===== src/rtl/dds_pkg.sv =====
package dds_pkg;
    typedef enum logic [0:0] {
        GATE_FILL  = 1'b0,
        GATE_DRAIN = 1'b1
    } gate_state_t;
endpackage


===== src/rtl/dds_fifo.sv =====
module dds_fifo #(
    parameter int WIDTH = 16,
    parameter int DEPTH = 8
) (
    input  logic             clk,
    input  logic             rst,
    input  logic             push,
    input  logic [WIDTH-1:0] push_data,
    input  logic             pop,
    output logic [WIDTH-1:0] head,
    output logic             full,
    output logic             empty,
    output logic             drop
);
    localparam int PTR_W = (DEPTH > 1) ? $clog2(DEPTH) : 1;
    localparam int CNT_W = PTR_W + 1;
    localparam logic [CNT_W-1:0] FULL_CNT = CNT_W'(DEPTH);

    logic [WIDTH-1:0] store [DEPTH];
    logic [PTR_W-1:0] wptr, rptr;
    logic [CNT_W-1:0] fill;
    logic             do_push, do_pop;

    assign full    = (fill == FULL_CNT);
    assign empty   = (fill == '0);
    assign do_push = push && !full;
    assign do_pop  = pop && !empty;
    assign drop    = push && full;
    assign head    = store[rptr];

    always_ff @(posedge clk) begin
        if (do_push) begin
            store[wptr] <= push_data;
        end
    end

    always_ff @(posedge clk) begin
        if (rst) begin
            wptr <= '0;
            rptr <= '0;
            fill <= '0;
        end else begin
            if (do_push) wptr <= (wptr == PTR_W'(DEPTH - 1)) ? '0 : wptr + 1'b1;
            if (do_pop)  rptr <= (rptr == PTR_W'(DEPTH - 1)) ? '0 : rptr + 1'b1;
            unique case ({do_push, do_pop})
                2'b10:   fill <= fill + 1'b1;
                2'b01:   fill <= fill - 1'b1;
                default: fill <= fill;
            endcase
        end
    end
endmodule


===== src/rtl/dds_gate_fsm.sv =====
module dds_gate_fsm
    import dds_pkg::*;
(
    input  logic        clk,
    input  logic        rst,
    input  logic        fifo_full,
    input  logic        fifo_empty,
    output gate_state_t state,
    output logic        hold_off
);
    gate_state_t nxt;

    always_ff @(posedge clk) begin
        if (rst) state <= GATE_FILL;
        else     state <= nxt;
    end

    always_comb begin
        nxt      = state;
        hold_off = 1'b1;
        unique case (state)
            GATE_FILL: begin
                hold_off = 1'b1;
                if (fifo_full) nxt = GATE_DRAIN;       // OPEN_ON_FULL
            end
            GATE_DRAIN: begin
                hold_off = fifo_empty;                  // never pop an empty FIFO
                if (fifo_empty) nxt = GATE_FILL;        // CLOSE_ON_EMPTY
            end
            default: begin
                nxt      = GATE_FILL;
                hold_off = 1'b1;
            end
        endcase
    end
endmodule


===== src/rtl/dds_resp_reg.sv =====
module dds_resp_reg #(
    parameter int WIDTH = 16
) (
    input  logic             clk,
    input  logic             rst,
    input  logic             taken,
    input  logic [WIDTH-1:0] word,
    output logic [WIDTH-1:0] data_q,
    output logic             valid_q
);
    always_ff @(posedge clk) begin
        if (rst) begin
            valid_q <= 1'b0;
            data_q  <= '0;
        end else begin
            valid_q <= taken;
            if (taken) data_q <= word;
        end
    end
endmodule


===== src/rtl/dma_drain_slave.sv =====
module dma_drain_slave
    import dds_pkg::*;
#(
    parameter int WIDTH  = 16,
    parameter int DEPTH  = 8,
    parameter int ADDR_W = 32
) (
    input  logic              clk,
    input  logic              rst,
    input  logic              prod_wr_en,
    input  logic [WIDTH-1:0]  prod_wr_data,
    input  logic              rd_n,
    input  logic [ADDR_W-1:0] rd_addr,
    output logic [WIDTH-1:0]  rd_data,
    output logic              rd_valid,
    output logic              wait_req,
    output logic              overflow
);
    logic             fifo_full, fifo_empty, fifo_drop, accept, addr_fold;
    logic [WIDTH-1:0] fifo_head;
    gate_state_t      gate;

    // The address is folded away: every read takes the FIFO head.
    assign addr_fold = (^rd_addr) | 1'b1;
    assign accept    = !rd_n && !wait_req && addr_fold;

    dds_fifo #(.WIDTH(WIDTH), .DEPTH(DEPTH)) u_fifo (
        .clk(clk), .rst(rst),
        .push(prod_wr_en), .push_data(prod_wr_data),
        .pop(accept), .head(fifo_head),
        .full(fifo_full), .empty(fifo_empty), .drop(fifo_drop)
    );

    dds_gate_fsm u_gate (
        .clk(clk), .rst(rst),
        .fifo_full(fifo_full), .fifo_empty(fifo_empty),
        .state(gate), .hold_off(wait_req)
    );

    dds_resp_reg #(.WIDTH(WIDTH)) u_resp (
        .clk(clk), .rst(rst),
        .taken(accept), .word(fifo_head),
        .data_q(rd_data), .valid_q(rd_valid)
    );

    always_ff @(posedge clk) begin
        if (rst)            overflow <= 1'b0;
        else if (fifo_drop) overflow <= 1'b1;
    end
endmodule


===== config.mk =====
export PLATFORM = sky130hd
export DESIGN_NAME = dma_drain_slave
export DESIGN_NICKNAME = d
export VERILOG_FILES = /design/src/rtl/dds_pkg.sv /design/src/rtl/dds_fifo.sv /design/src/rtl/dds_gate_fsm.sv /design/src/rtl/dds_resp_reg.sv /design/src/rtl/dma_drain_slave.sv
export SDC_FILE = /design/constraint.sdc
export NUM_CORES = 1
export LEC_CHECK = 0
export BUFFER_PORTS_ARGS = -buffer_cell sky130_fd_sc_hd__buf_4
export CORE_MARGIN = 1.5
export CORE_UTILIZATION = 40
export CTS_BUF_LIST = sky130_fd_sc_hd__clkbuf_4 sky130_fd_sc_hd__clkbuf_8 sky130_fd_sc_hd__clkbuf_16
export DETAILED_ROUTE_END_ITERATION = 7
export SYNTH_ARGS = -nofsm -noshare
export SYNTH_HDL_FRONTEND = slang
export SYNTH_SLANG_ARGS = --single-unit

===== constraint.sdc =====
create_clock -name clk -period 7.9 [get_ports clk]
set_input_delay 0.79 -clock clk [delete_from_list [all_inputs] [get_ports clk]]
set_output_delay 0.79 -clock clk [all_outputs]
set_load 0.005 [all_outputs]

Word-level counts from Yosys, hierarchy flattened
Memories as Yosys holds them, arrays and structs flattened. A register that Yosys moved wholly into a read port is not among the register bits. Index checks and enable logic that the tools add are counted.

Reductions and logical operators: 10. Equal/unequal tests: 5. Muxes and demuxes: 9. Bitwise logic cells: 1. $add $sub $neg: 4.

Operators with widths (number): $pmux 4 s2 (1); $add 3x1->3 const B (2); $eq 3x3->1 const B (2); $mux 3 (2); $add 4x1->4 const B (1); $eq 4x4->1 const B (1); $logic_and 1x1->1 (4); $logic_not 1->1 (4); $logic_not 4->1 (1); $mux 1 (4); $pmux 1 s2 (2); $sub 4x1->4 const B (1); $eq 2x1->1 const B (1); $eq 2x2->1 const B (1); $reduce_bool 2->1 (1); $not 1->1 (1).

Output and inout port bits: 19. Flip-flop bits (word level): 13. Bits in writable memories: 128. Memories kept: 1.

Memory list: u_fifo.store (depth 8, bits a word 16, read ports 1, clocked after Yosys merged registers in 1, wr ports 1, line dds_fifo.sv:19) `logic [WIDTH-1:0] store [DEPTH];`.

Logic depth before layout (Yosys ltp)
Gate-level depths: netlist of the first run.

Word-level depth: 7. Gate-level depth with buffers: 11.

Modules after synthesis
A second synthesis of the first run with hierarchy kept.

Cells, all modules: 326. Area total of the unflattened synthesis: 6331.1 um^2.

Modules (own cells, without submodules): dds_fifo (instances 1, area each 5647.9 um^2, cells each 265); dds_resp_reg (instances 1, area each 608.1 um^2, cells each 54); dds_gate_fsm (instances 1, area each 41.3 um^2, cells each 4); dma_drain_slave (instances 1, area each 33.8 um^2, cells each 3).

Worst setup path before layout of the first run
Ideal clock, no wire load.

Path kind: input -> register. Start point: input prod_wr_en. End point: memory u_fifo.store[0][0], enable pin. Path slack: 5044 ps. Data arrival time: 2426 ps. Path buffers: 0. Setup time: 430 ps. Stages: 2. Cells stage by stage: nand2_4 nor4_1.

Word-level cells in the longest chain between the ends: 3.

Ends and longest elaborated chain: start: declaration (line dma_drain_slave.sv:10) `input logic prod_wr_en,`; $logic_and 1x1->1 (line dds_fifo.sv:26) `assign do_push = push && !full;`; $mux 1 (line dds_fifo.sv:32) `if (do_push) begin`; $mux 1 (implied by the code) (line dds_fifo.sv:33) `store[wptr] <= push_data;`; end: declaration (line dds_fifo.sv:19).

No other way between the ends.

Worst setup path after layout of the first run
Start point: register u_fifo.fill[0]. End point: register u_fifo.fill[3].

Word-level cells in the longest chain between the ends: 7.

Ends and longest elaborated chain: start: declaration (line dds_fifo.sv:21) `logic [CNT_W-1:0] fill;`; start signal: assignment (line dds_fifo.sv:46) `2'b10: fill <= fill + 1'b1;`; start signal: assignment (line dds_fifo.sv:47) `2'b01: fill <= fill - 1'b1;`; start signal: assignment (line dds_fifo.sv:48) `default: fill <= fill;`; $logic_not 4->1 (line dds_fifo.sv:25) `assign empty = (fill == '0);`; $pmux 1 s2 (line dds_gate_fsm.sv:21) `unique case (state)`; $logic_not 1->1 (line dma_drain_slave.sv:25) `assign accept = !rd_n && !wait_req && addr_fold;`; $logic_and 1x1->1 (line dma_drain_slave.sv:25); $logic_and 1x1->1 (line dds_fifo.sv:27) `assign do_pop = pop && !empty;`; $eq 2x1->1 / $eq 2x2->1 (equally long branches) (line dds_fifo.sv:45) `unique case ({do_push, do_pop})`; $pmux 4 s2 / $reduce_bool 2->1 (equally long branches).

Several ways; a longest one is shown, not always the timed one. A chain may end at the register's enable or synchronous reset.

==> out/results.tsv, run 1 <==
metric	value	unit
Static Leak	2.379	nW
wire per inst	19.91	um
max-slew violations	0	
Inserted Diodes	0	
core box area	14640	um2
top_reg_cell synth	edfxtp_1	
CP Launch Type	register	
Port Buffer Count	38	
ys async rst share	0	%
Synth area leaders	edfxtp_1 64%, mux4_2 12%, dfxtp_1 9.6%	
post-DP HPWL	6.219	mm
hold path cells	2	
Yosys reg bits	157	
final worst slack	5079	ps
FF+latch area	4425	um2
largest area contributor in the netlist	edfxtp_1	
Initial DRC Count	238	
crit-path cells	o41a_4 -> inv_2 -> nor2_2 -> buf_4 -> ha_1 -> ha_1 -> a21oi_1 -> a21oi_1 -> or4_1 -> a21oi_1	
Worst slew margin	54.84	%
Power Dens Cells	247.9	nW/um2
Die H	126.0	um
CP arrival	3170	ps
CTS Sinks	157	
Fin Setup TNS	0	ps
TritonCTS clock tree	yes	
clock buffer depth	2	
grt total ovfl	0	
Row Count	44	
Sw Ratio	19.49	%
Max Cap Violations	0	
CP top delay family	compound AO/OA/AOI/OAI gates	
Root Driver	clkbuf_16	
Worst Path Required	8250	ps
number of global-route vias before repair	3245	
Die Wd	126.0	um
Nets	437	
post-CTS setup buffers	0	
sequential power share	51.6	%
WS Path Type	reg2reg	
hold buffer count at CTS	0	
critical path capture point type	register	
worst-skew pair later-pin latency	420	ps
largest net degree at the start of global routing	36	
DP Worst Slack	5103	ps
number of synthesized flops with an enable pin	128	
Final Cycle Share	35.71	%
most frequent cell on the critical path	a21oi_1	
DRC	4	
Vias	3061	
count of different cell masters after synthesis	33	
Buf+Inv Stages, Crit Path	2	
cts bufs inserted	17	
Top Ports	71	
Syn-to-layout area delta	18.39	%
failing checks	DRC	
post-synth top area share	63.55	%
Worst-Margin Slew	677.4	ps
combinational share of power	2.6	%
H-tree depth	4	
gr usage total	15.58	%
final setup fails	0	
GPL Wtd Cong	0.7001	
clock-pin slew on the worst setup and hold paths	60	ps
status	finished with violations	
Mapped Area	6048	um2
NetSw	0.3459	mW
multi-input logic area	1513	um2
min Tclk post-route	2821	ps
RSZ-0062 raised after global routing	false	
post-route clock skew	9.369	ps
DRT Wirelength	11.41	mm
initial core utilization	41.30	%
synthesized area per cell	18.55	um2
Synthesis Warnings	0	
Synthesized Nets	386	
cells on worst reg2reg path	10	
cts repair resizes	0	
fmax	354.5	MHz
DRT Pass-1 Iters	8	
Clock Power Share	45.8	%
number of hold violations in the final report	0	
Avg Vias per Cell	5.342	
first-pass GRT wire length	18.03	mm
Fill cells	1224	
Mapped Cells	326	
crit-path max FO	20	
ratio of cells with drive above 1 in the final layout	35.22	%
antenna violations before repair	0	
Final ANT Viol Nets	0	
Die ar.	15870	um2
Power Internal	1.429	mW
Final Core Density	48.90	%
Crit path depth	10	
sequential fraction of the synthesis area	73.15	%
VDD IR max	173.6	uV
Slowest Stage Delay on Critical Path	530	ps
hold crit path type	reg2reg	
slowest cell on the critical path	o41a_4	
-- final timing paths --
kind / start / slack, ps / to
worst min register to register: overflow$_SDFFE_PP0P_ / 470 / overflow$_SDFFE_PP0P_
worst max register to register: u_fifo.fill[0]$_SDFFE_PP0P_ / 5080 / u_fifo.fill[3]$_SDFFE_PP0P_
worst max-delay path: u_fifo.fill[0]$_SDFFE_PP0P_ / 5080 / u_fifo.fill[3]$_SDFFE_PP0P_
worst min-delay path: overflow$_SDFFE_PP0P_ / 470 / overflow$_SDFFE_PP0P_
-- layout make-up --
cell class	count	area share, %
timing repair buffer	49	5.137
sequential	157	61.80
clock buffer	23	6.832
multi-input combinational	145	21.13
inverter	7	0.3669
clock inverter	8	1.520
tap	184	3.215
-- per-layer routing --
| layer | vias to the layer above | track usage (%) | part of all wire [%] |
|---|---|---|---|
| met2 | 56 | 24.89 | 50 |
| li1 | 1394 | - | - |
| met3 | 10 | 4.843 | 4.4 |
| met1 | 1601 | 20.55 | 45 |
| met4 | 0 | 4.936 | 0.82 |
| met5 | - | 0 | 0 |
-- sequential cells by signal, summed over array words and instances (netlist names) --
name	count
u_fifo.rptr	3
u_fifo.fill	4
u_resp.data_q	16
overflow	1
u_resp.valid_q	1
u_fifo.wptr	3
u_fifo.store	128
u_gate.state	1
-- cells in the mapped netlist, types with 2 or more instances --
master,instances
xor2_1,2
inv_1,6
ha_1,7
nor3_2,11
nor3_1,10
nand2_1,4
edfxtp_1,128
nand3_1,3
clkbuf_1,5
nor2_1,32
buf_2,6
buf_6,2
nand3_4,2
nand2b_1,2
o31ai_1,2
dfxtp_1,29
o22ai_2,2
mux4_2,32
mux2i_1,2
buf_4,3
a21oi_1,11
o22ai_1,14
-- metrics by stage --
stage,total power [mW],cell area (um2),cells,hold WS [ps]
6_report,1.775,7161,573,471.1
5_1_grt,1.827,7161,573,522.3
4_1_cts,1.790,7161,573,482.7
3_5_place_dp,0.9808,6563,542,468.4
3_3_place_gp,0.9776,6563,542,456.9
2_1_floorplan,0.9543,6048,326,460.5
-- cells in the final DEF (no fill, tap or decap), types with 6 or more instances in the layout --
cell       synthesis  routed
a21oi_1           11      11
buf_4              3      49
clkbuf_16          0      17
dfxtp_1           29      28
edfxtp_1         128     128
ha_1               7       7
inv_1              6       6
mux4_2            32      32
nor2_1            32      31
nor3_1            10       6
nor3_2            11      15
o22ai_1           14      14
-- logic make-up after synthesis --
logic type,count (synthesis),share of synthesized area (%)
simple gates,71,6.848
xor+xnor,2,0.2897
compound gates,30,3.372
flops,157,73.15
buf+inv,24,2.317
mux,34,12.25
fa+ha+maj,8,1.779
-- worst register-to-register path, cell delays in order (launching register included) --
cell	delay, ps
dfxtp_1	370
o41a_4	530
inv_2	100
nor2_2	30
buf_4	220
ha_1	290
ha_1	330
a21oi_1	170
a21oi_1	100
or4_1	470
a21oi_1	140
-- power groups by stage --
stage | sequential, mW | clock [mW] | combinational (mW)
global route | 0.917 | 0.859 | 0.0509
global placement | 0.933 | 0 | 0.0449
floorplan | 0.932 | 0 | 0.0220
finish | 0.916 | 0.813 | 0.0460
CTS | 0.916 | 0.827 | 0.0473
detailed placement | 0.934 | 0 | 0.0472
No activity file was read; power rests on OpenSTA's default activity.
==> run 2, diff against run 1 <==
==> constraint.sdc (replaced) <==
create_clock -name clk -period 2.4 [get_ports clk]
set_input_delay 0.24 -clock clk [delete_from_list [all_inputs] [get_ports clk]]
set_output_delay 0.24 -clock clk [all_outputs]
set_load 0.005 [all_outputs]
==> run 2 against run 1 <==
The flow now finishes without violations. Via count rose by 0.16%. Total power rose to 3.3 times the previous value. Sequential share of layout area fell by 1.1 points. First-iteration DRC count fell by 3.8%. Critical endpoint unchanged. Critical path type unchanged. Clock skew barely moved. Clock-buffer cell count fell by 4. Hold slack got worse by 420 ps. Highest routed layer unchanged. Wire length rose by 5.0%. Critical path depth fell by 2.
==> out/results.tsv, run 2 (synthesized netlist as in run 1, its figures left out) <==
metric	value	unit
gr usage total	16.50	%
clock buffer depth	2	
Final ANT Viol Nets	0	
Tot Pwr	5.909	mW
number of global-route vias before repair	3262	
Max Cap Violations	0	
wire per inst	20.57	um
CP Launch Type	register	
sequential power share	51.0	%
final setup fails	0	
ratio of cells with drive above 1 in the final layout	38.19	%
most frequent cells in the layout	128 x edfxtp_1, 55 x buf_4, 32 x mux4_2	
Power Dens Cells	809.7	nW/um2
CP arrival	2640	ps
RSZ-0062 raised after global routing	true	
TritonCTS clock tree	yes	
first-pass GRT wire length	18.77	mm
min Tclk post-route	2296	ps
Fill cells	1227	
Worst Path Required	2750	ps
gr busiest metal	met2	
fmax	435.6	MHz
commonest non-fill, non-tap cell in the layout	edfxtp_1	
antenna violations before repair	0	
Avg Vias per Cell	5.268	
number of hold violations in the final report	0	
GPL Wtd Cong	0.6818	
Largest register FFs	128	
post-route clock skew	9.352	ps
WS Path Type	reg2reg	
Final Cycle Share	95.66	%
Fin Setup TNS	0	ps
Top Ports	71	
Die ar.	15870	um2
Syn-to-layout area delta	20.67	%
crit-path max FO	6	
H-tree depth	4	
Largest regs	u_fifo.store: 128 flops, u_resp.data_q: 16 flops, u_fifo.fill: 4 flops	
hold crit path type	in2reg	
clock-pin slew on the worst setup and hold paths	60	ps
Row Count	44	
placed insts	549	
CTS Sinks	157	
Vias	3066	
DRT Wirelength	11.97	mm
multi-input logic area	1562	um2
FF+latch area	4431	um2
Nets	445	
Sw Ratio	20.00	%
critical path capture point type	register	
cts bufs inserted	17	
VDD IR max	577.6	uV
Inserted Diodes	0	
Worst-Margin Slew	507.7	ps
core box area	14640	um2
final hold slack	51.51	ps
Die Wd	126.0	um
DRT Pass-1 Iters	6	
Root Driver	clkbuf_16	
Power Internal	4.727	mW
initial core utilization	41.30	%
grt total ovfl	0	
DRC	0	
status	finished clean	
largest reg by FF count	u_fifo.store	
met1 usage	21.27	%
worst-skew pair later-pin latency	420	ps
Clock Power Share	46.2	%
combinational share of power	2.8	%
post-DP HPWL	6.701	mm
post-CTS setup buffers	0	
Port Buffer Count	38	
Initial DRC Count	229	
fin cells	582	
NetSw	1.182	mW
met3 Use GR	5.140	%
max-slew violations	0	
Worst slew margin	66.15	%
grt met2 use	26.99	%
largest net degree at the start of global routing	35	
Die H	126.0	um
Static Leak	2.438	nW
## run 2: final timing paths
path / startpoint / endpoint / slack (ps) / depth (start not counted)
setup reg to reg: u_fifo.fill[1]$_SDFFE_PP0P_ / u_fifo.fill[3]$_SDFFE_PP0P_ / 100 / 8
setup / recovery: u_fifo.fill[1]$_SDFFE_PP0P_ / u_fifo.fill[3]$_SDFFE_PP0P_ / 100 / 8
hold / removal: prod_wr_data[12] / u_fifo.store[4][12]$_DFFE_PP_ / 50 / 1
hold reg to reg: overflow$_SDFFE_PP0P_ / overflow$_SDFFE_PP0P_ / 470 / 2
## run 2: worst max-delay path: stages, from the launching register on
cell and delay, ps:
dfxtp_1 370, or4b_4 560, nand2_4 110, ha_4 150
ha_4 210, a21oi_2 130, a21oi_1 90, or4_4 480
a21oi_2 120
## run 2: power groups by stage
stage	Combinational, mW	Sequential [mW]	Clock (mW)
floorplan	0.0739	3.07	0
global placement	0.160	3.07	0
detailed placement	0.167	3.07	0
CTS	0.169	3.01	2.79
global route	0.184	3.02	2.89
finish	0.165	3.01	2.73
## run 2: timing repair
item                                   in CTS  in global routing
gates resized for setup                     0                  6
hold buffers                                1                  0
endpoints found under the hold margin       1                  0
setup endpoints to repair                   0                  1
## run 2: layout make-up
class / instances / share of cell area, %
sequential: 157 / 60.71
tap: 184 / 3.154
clock inverter: 13 / 2.246
clock buffer: 19 / 6.035
multi-input combinational: 145 / 21.40
timing repair buffer: 57 / 6.069
inverter: 7 / 0.3943
## run 2: routing by layer
layer  share of wire [%]  vias up
li1                    -     1416
met1                  44     1561
met2                  49       83
met3                 5.9        6
met4                0.62        0
met5                   0        -
## run 2: stage by stage
| step | util (%) | instance area, um2 | setup slack, ps |
|---|---|---|---|
| after floorplan | - | 6087 | 4.016 |
| after global placement | 45.52 | 6666 | 122.6 |
| after detailed placement | 45.52 | 6666 | 32.96 |
| after CTS | 49.72 | 7281 | 30.46 |
| after global routing | 49.84 | 7298 | 1.440 |
| final | 49.84 | 7298 | 104.1 |
==> run 3, diff against run 2 <==
--- a/config.mk
+++ b/config.mk
@@ -12,4 +12,5 @@
 export DETAILED_ROUTE_END_ITERATION = 7
 export SYNTH_ARGS = -nofsm -noshare
 export SYNTH_HDL_FRONTEND = slang
+export SYNTH_HIERARCHICAL = 1
 export SYNTH_SLANG_ARGS = --single-unit
==> run 3 against run 2 <==
Global-route usage decreased by 1.4 points. Total power increased by 3.3%. Via count increased by 0.98%. Final cell count increased by 4.8%. Register-to-register slack got worse by 40 ps. Sequential share of layout area decreased by 2.1 points. Non-clock buffer count increased by 3. Clock-buffer cell count increased by 4. Worst setup slack got worse by 35 ps. Die area increased by 4.6%. Hold slack improved by 4.8 ps. Critical path type unchanged.
==> out/results.tsv, run 3 <==
metric	value	unit
DRT Pass-1 Iters	4	
Fill cells	1289	
Top Ports	71	
Power Dens Cells	797.0	nW/um2
Vias	3096	
ys async rst share	0	%
Worst-Margin Slew	440.0	ps
grt total ovfl	0	
final worst slack	69.07	ps
grt met2 use	25.35	%
multi-input logic area	1808	um2
Post-synth top cells	128 x edfxtp_1, 32 x dfxtp_1, 28 x mux4_1, 26 x nor2_1, 18 x mux2i_1	
CTS Sinks	160	
worst r2r src	u_fifo/fill[1]$_SDFFE_PP0P_	
Mapped Area	6331	um2
cts bufs inserted	17	
DRT Wirelength	11.68	mm
RSZ-0062 raised after global routing	true	
final hold slack	56.29	ps
portion of netlist area occupied by mux cells	19.09	%
xor/xnor share of the synthesized area	0.4150	%
CP Launch Type	register	
gr busiest metal	met2	
Synthesized Nets	385	
Static Leak	2.643	nW
placed insts	577	
Synthesis Warnings	6	
Inserted Diodes	0	
post-synth top area share	60.71	%
post-DP HPWL	6.300	mm
worst-skew pair later-pin latency	410	ps
commonest non-fill, non-tap cell in the layout	edfxtp_1	
crit path from	u_fifo/fill[1]$_SDFFE_PP0P_	
final setup fails	0	
Final Core Density	49.99	%
count of different cell masters after synthesis	37	
VDD IR max	511.2	uV
H-tree depth	4	
max-slew violations	0	
min Tclk post-route	2331	ps
initial core utilization	41.34	%
clock-pin slew on the worst setup and hold paths	60	ps
Max Cap Violations	0	
number of synthesized flops with an enable pin	128	
largest family of logic cells by synthesized area	multiplexers	
fin cells	610	
critical path capture point type	register	
cells on worst reg2reg path	8	
post-route clock skew	3.282	ps
WS Path Type	reg2reg	
number of global-route vias before repair	3082	
Row Count	45	
largest reg by FF count	u_fifo/store	
largest net degree at the start of global routing	33	
hold path cells	1	
design area	7656	um2
Post-Synth Adder-Cell Area	1.383	%
DRC	0	
Nets	445	
GPL Wtd Cong	0.7170	
DP Worst Slack	-4.426	ps
Synth area leaders	edfxtp_1 61%, mux4_1 12%, dfxtp_1 10%	
Final Cycle Share	97.12	%
Worst slew margin	70.67	%
Fin Setup TNS	0	ps
Final ANT Viol Nets	0	
Mapped Cells	326	
Die Wd	128.8	um
Syn-to-layout area delta	20.93	%
TritonCTS clock tree	yes	
Placement Cell Area	6975	um2
FF+latch area	4486	um2
most frequent cells in the layout	128 x edfxtp_1, 59 x buf_4, 31 x dfxtp_1	
Initial DRC Count	201	
first-pass GRT wire length	17.51	mm
crit-path max FO	7	
fmax	429.0	MHz
gr usage total	15.05	%
top_reg_cell synth	edfxtp_1	
synthesized area per cell	19.42	um2
hold crit path type	in2reg	
simple-gate share of the synthesized area	4.447	%
most instantiated library cell after synthesis	edfxtp_1	
clock buffer depth	2	
Worst Path Required	2700	ps
Port Buffer Count	38	
antenna violations before repair	0	
Tot Pwr	6.102	mW
CP arrival	2630	ps
Yosys reg bits	160	
Largest regs	u_fifo/store: 128 flops, u_resp/data_q: 16 flops, u_fifo/fill: 4 flops	
Hold Startpoint	prod_wr_data[9]	
Die ar.	16590	um2
number of hold violations in the final report	0	
ratio of cells with drive above 1 in the final layout	33.08	%
core box area	15310	um2
Avg Vias per Cell	5.075	
sequential fraction of the synthesis area	70.83	%
Largest register FFs	128	
wire per inst	19.15	um
met1 usage	18.34	%
status	finished clean	
Root Driver	clkbuf_16	
met3 Use GR	3.784	%
Compound-Gate Fraction of Synth Area	1.462	%
largest area contributor in the netlist	edfxtp_1	
Die H	128.8	um
run 3: cell types whose count changed after synthesis, sizes merged, moves of 3 or more:
cell / before / now
a21oi: 11 / 8
buf: 12 / 16
dfxtp: 29 / 32
inv: 7 / 1
mux2: 0 / 18
mux2i: 2 / 18
nand2b: 2 / 5
nand3: 5 / 0
nor2: 32 / 26
nor3: 21 / 6
o22ai: 16 / 0
run 3: timing repair:
action                     4_1_cts  5_1_grt
pin swaps                        1        1
buffers inserted                 1        0
resized for setup                1        7
hold buffers                     0        0
setup endpoints to repair        2        2
run 3: final cells by class:
cell class,count,area share [%]
Clock buffer,23,6.227
Clock inverter,9,2.026
Inverter,1,0.04903
Multi-Input combinational cell,146,23.61
Sequential cell,160,58.59
Tap cell,211,3.448
Timing Repair Buffer,60,6.047
run 3: worst paths after layout:
kind	slack, ps	to
worst max register to register	70	u_fifo/fill[3]$_SDFFE_PP0P_
worst min-delay path	60	u_fifo/store[1][9]$_DFFE_PP_
worst max-delay path	70	u_fifo/fill[3]$_SDFFE_PP0P_
worst min register to register	480	overflow$_SDFFE_PP0P_
run 3: routing by layer:
layer / up-vias / share of wire [%]
li1: 1434 / -
met4: 0 / 1.5
met1: 1596 / 44
met5: - / 0
met2: 53 / 51
met3: 13 / 3.4
run 3: power by group:
| group | switching, mW | internal [mW] |
|---|---|---|
| registers | 0.0180 | 3.04 |
| clock network | 1.02 | 1.83 |
| logic | 0.108 | 0.0851 |
| total | 1.14 | 4.96 |
run 3: cells by family (layout without fill, tap and decap cells):
group	count (synthesis)	after routing
AOI/OAI and AO/OA	13	13
xor gates and xnor gates	3	3
adders and majority gates	7	7
buffers and inverters	20	93
DFF	160	160
muxes	68	68
and+or+nand+nor	55	55
run 3: critical path, cell delays in order, from the launching register on:
cell and delay (ps):
dfxtp_1 330, buf_4 180, o41ai_4 410, inv_2 120, ha_2 340, nor3_1 230
a41oi_1 170, o41ai_2 80, mux2_1 350
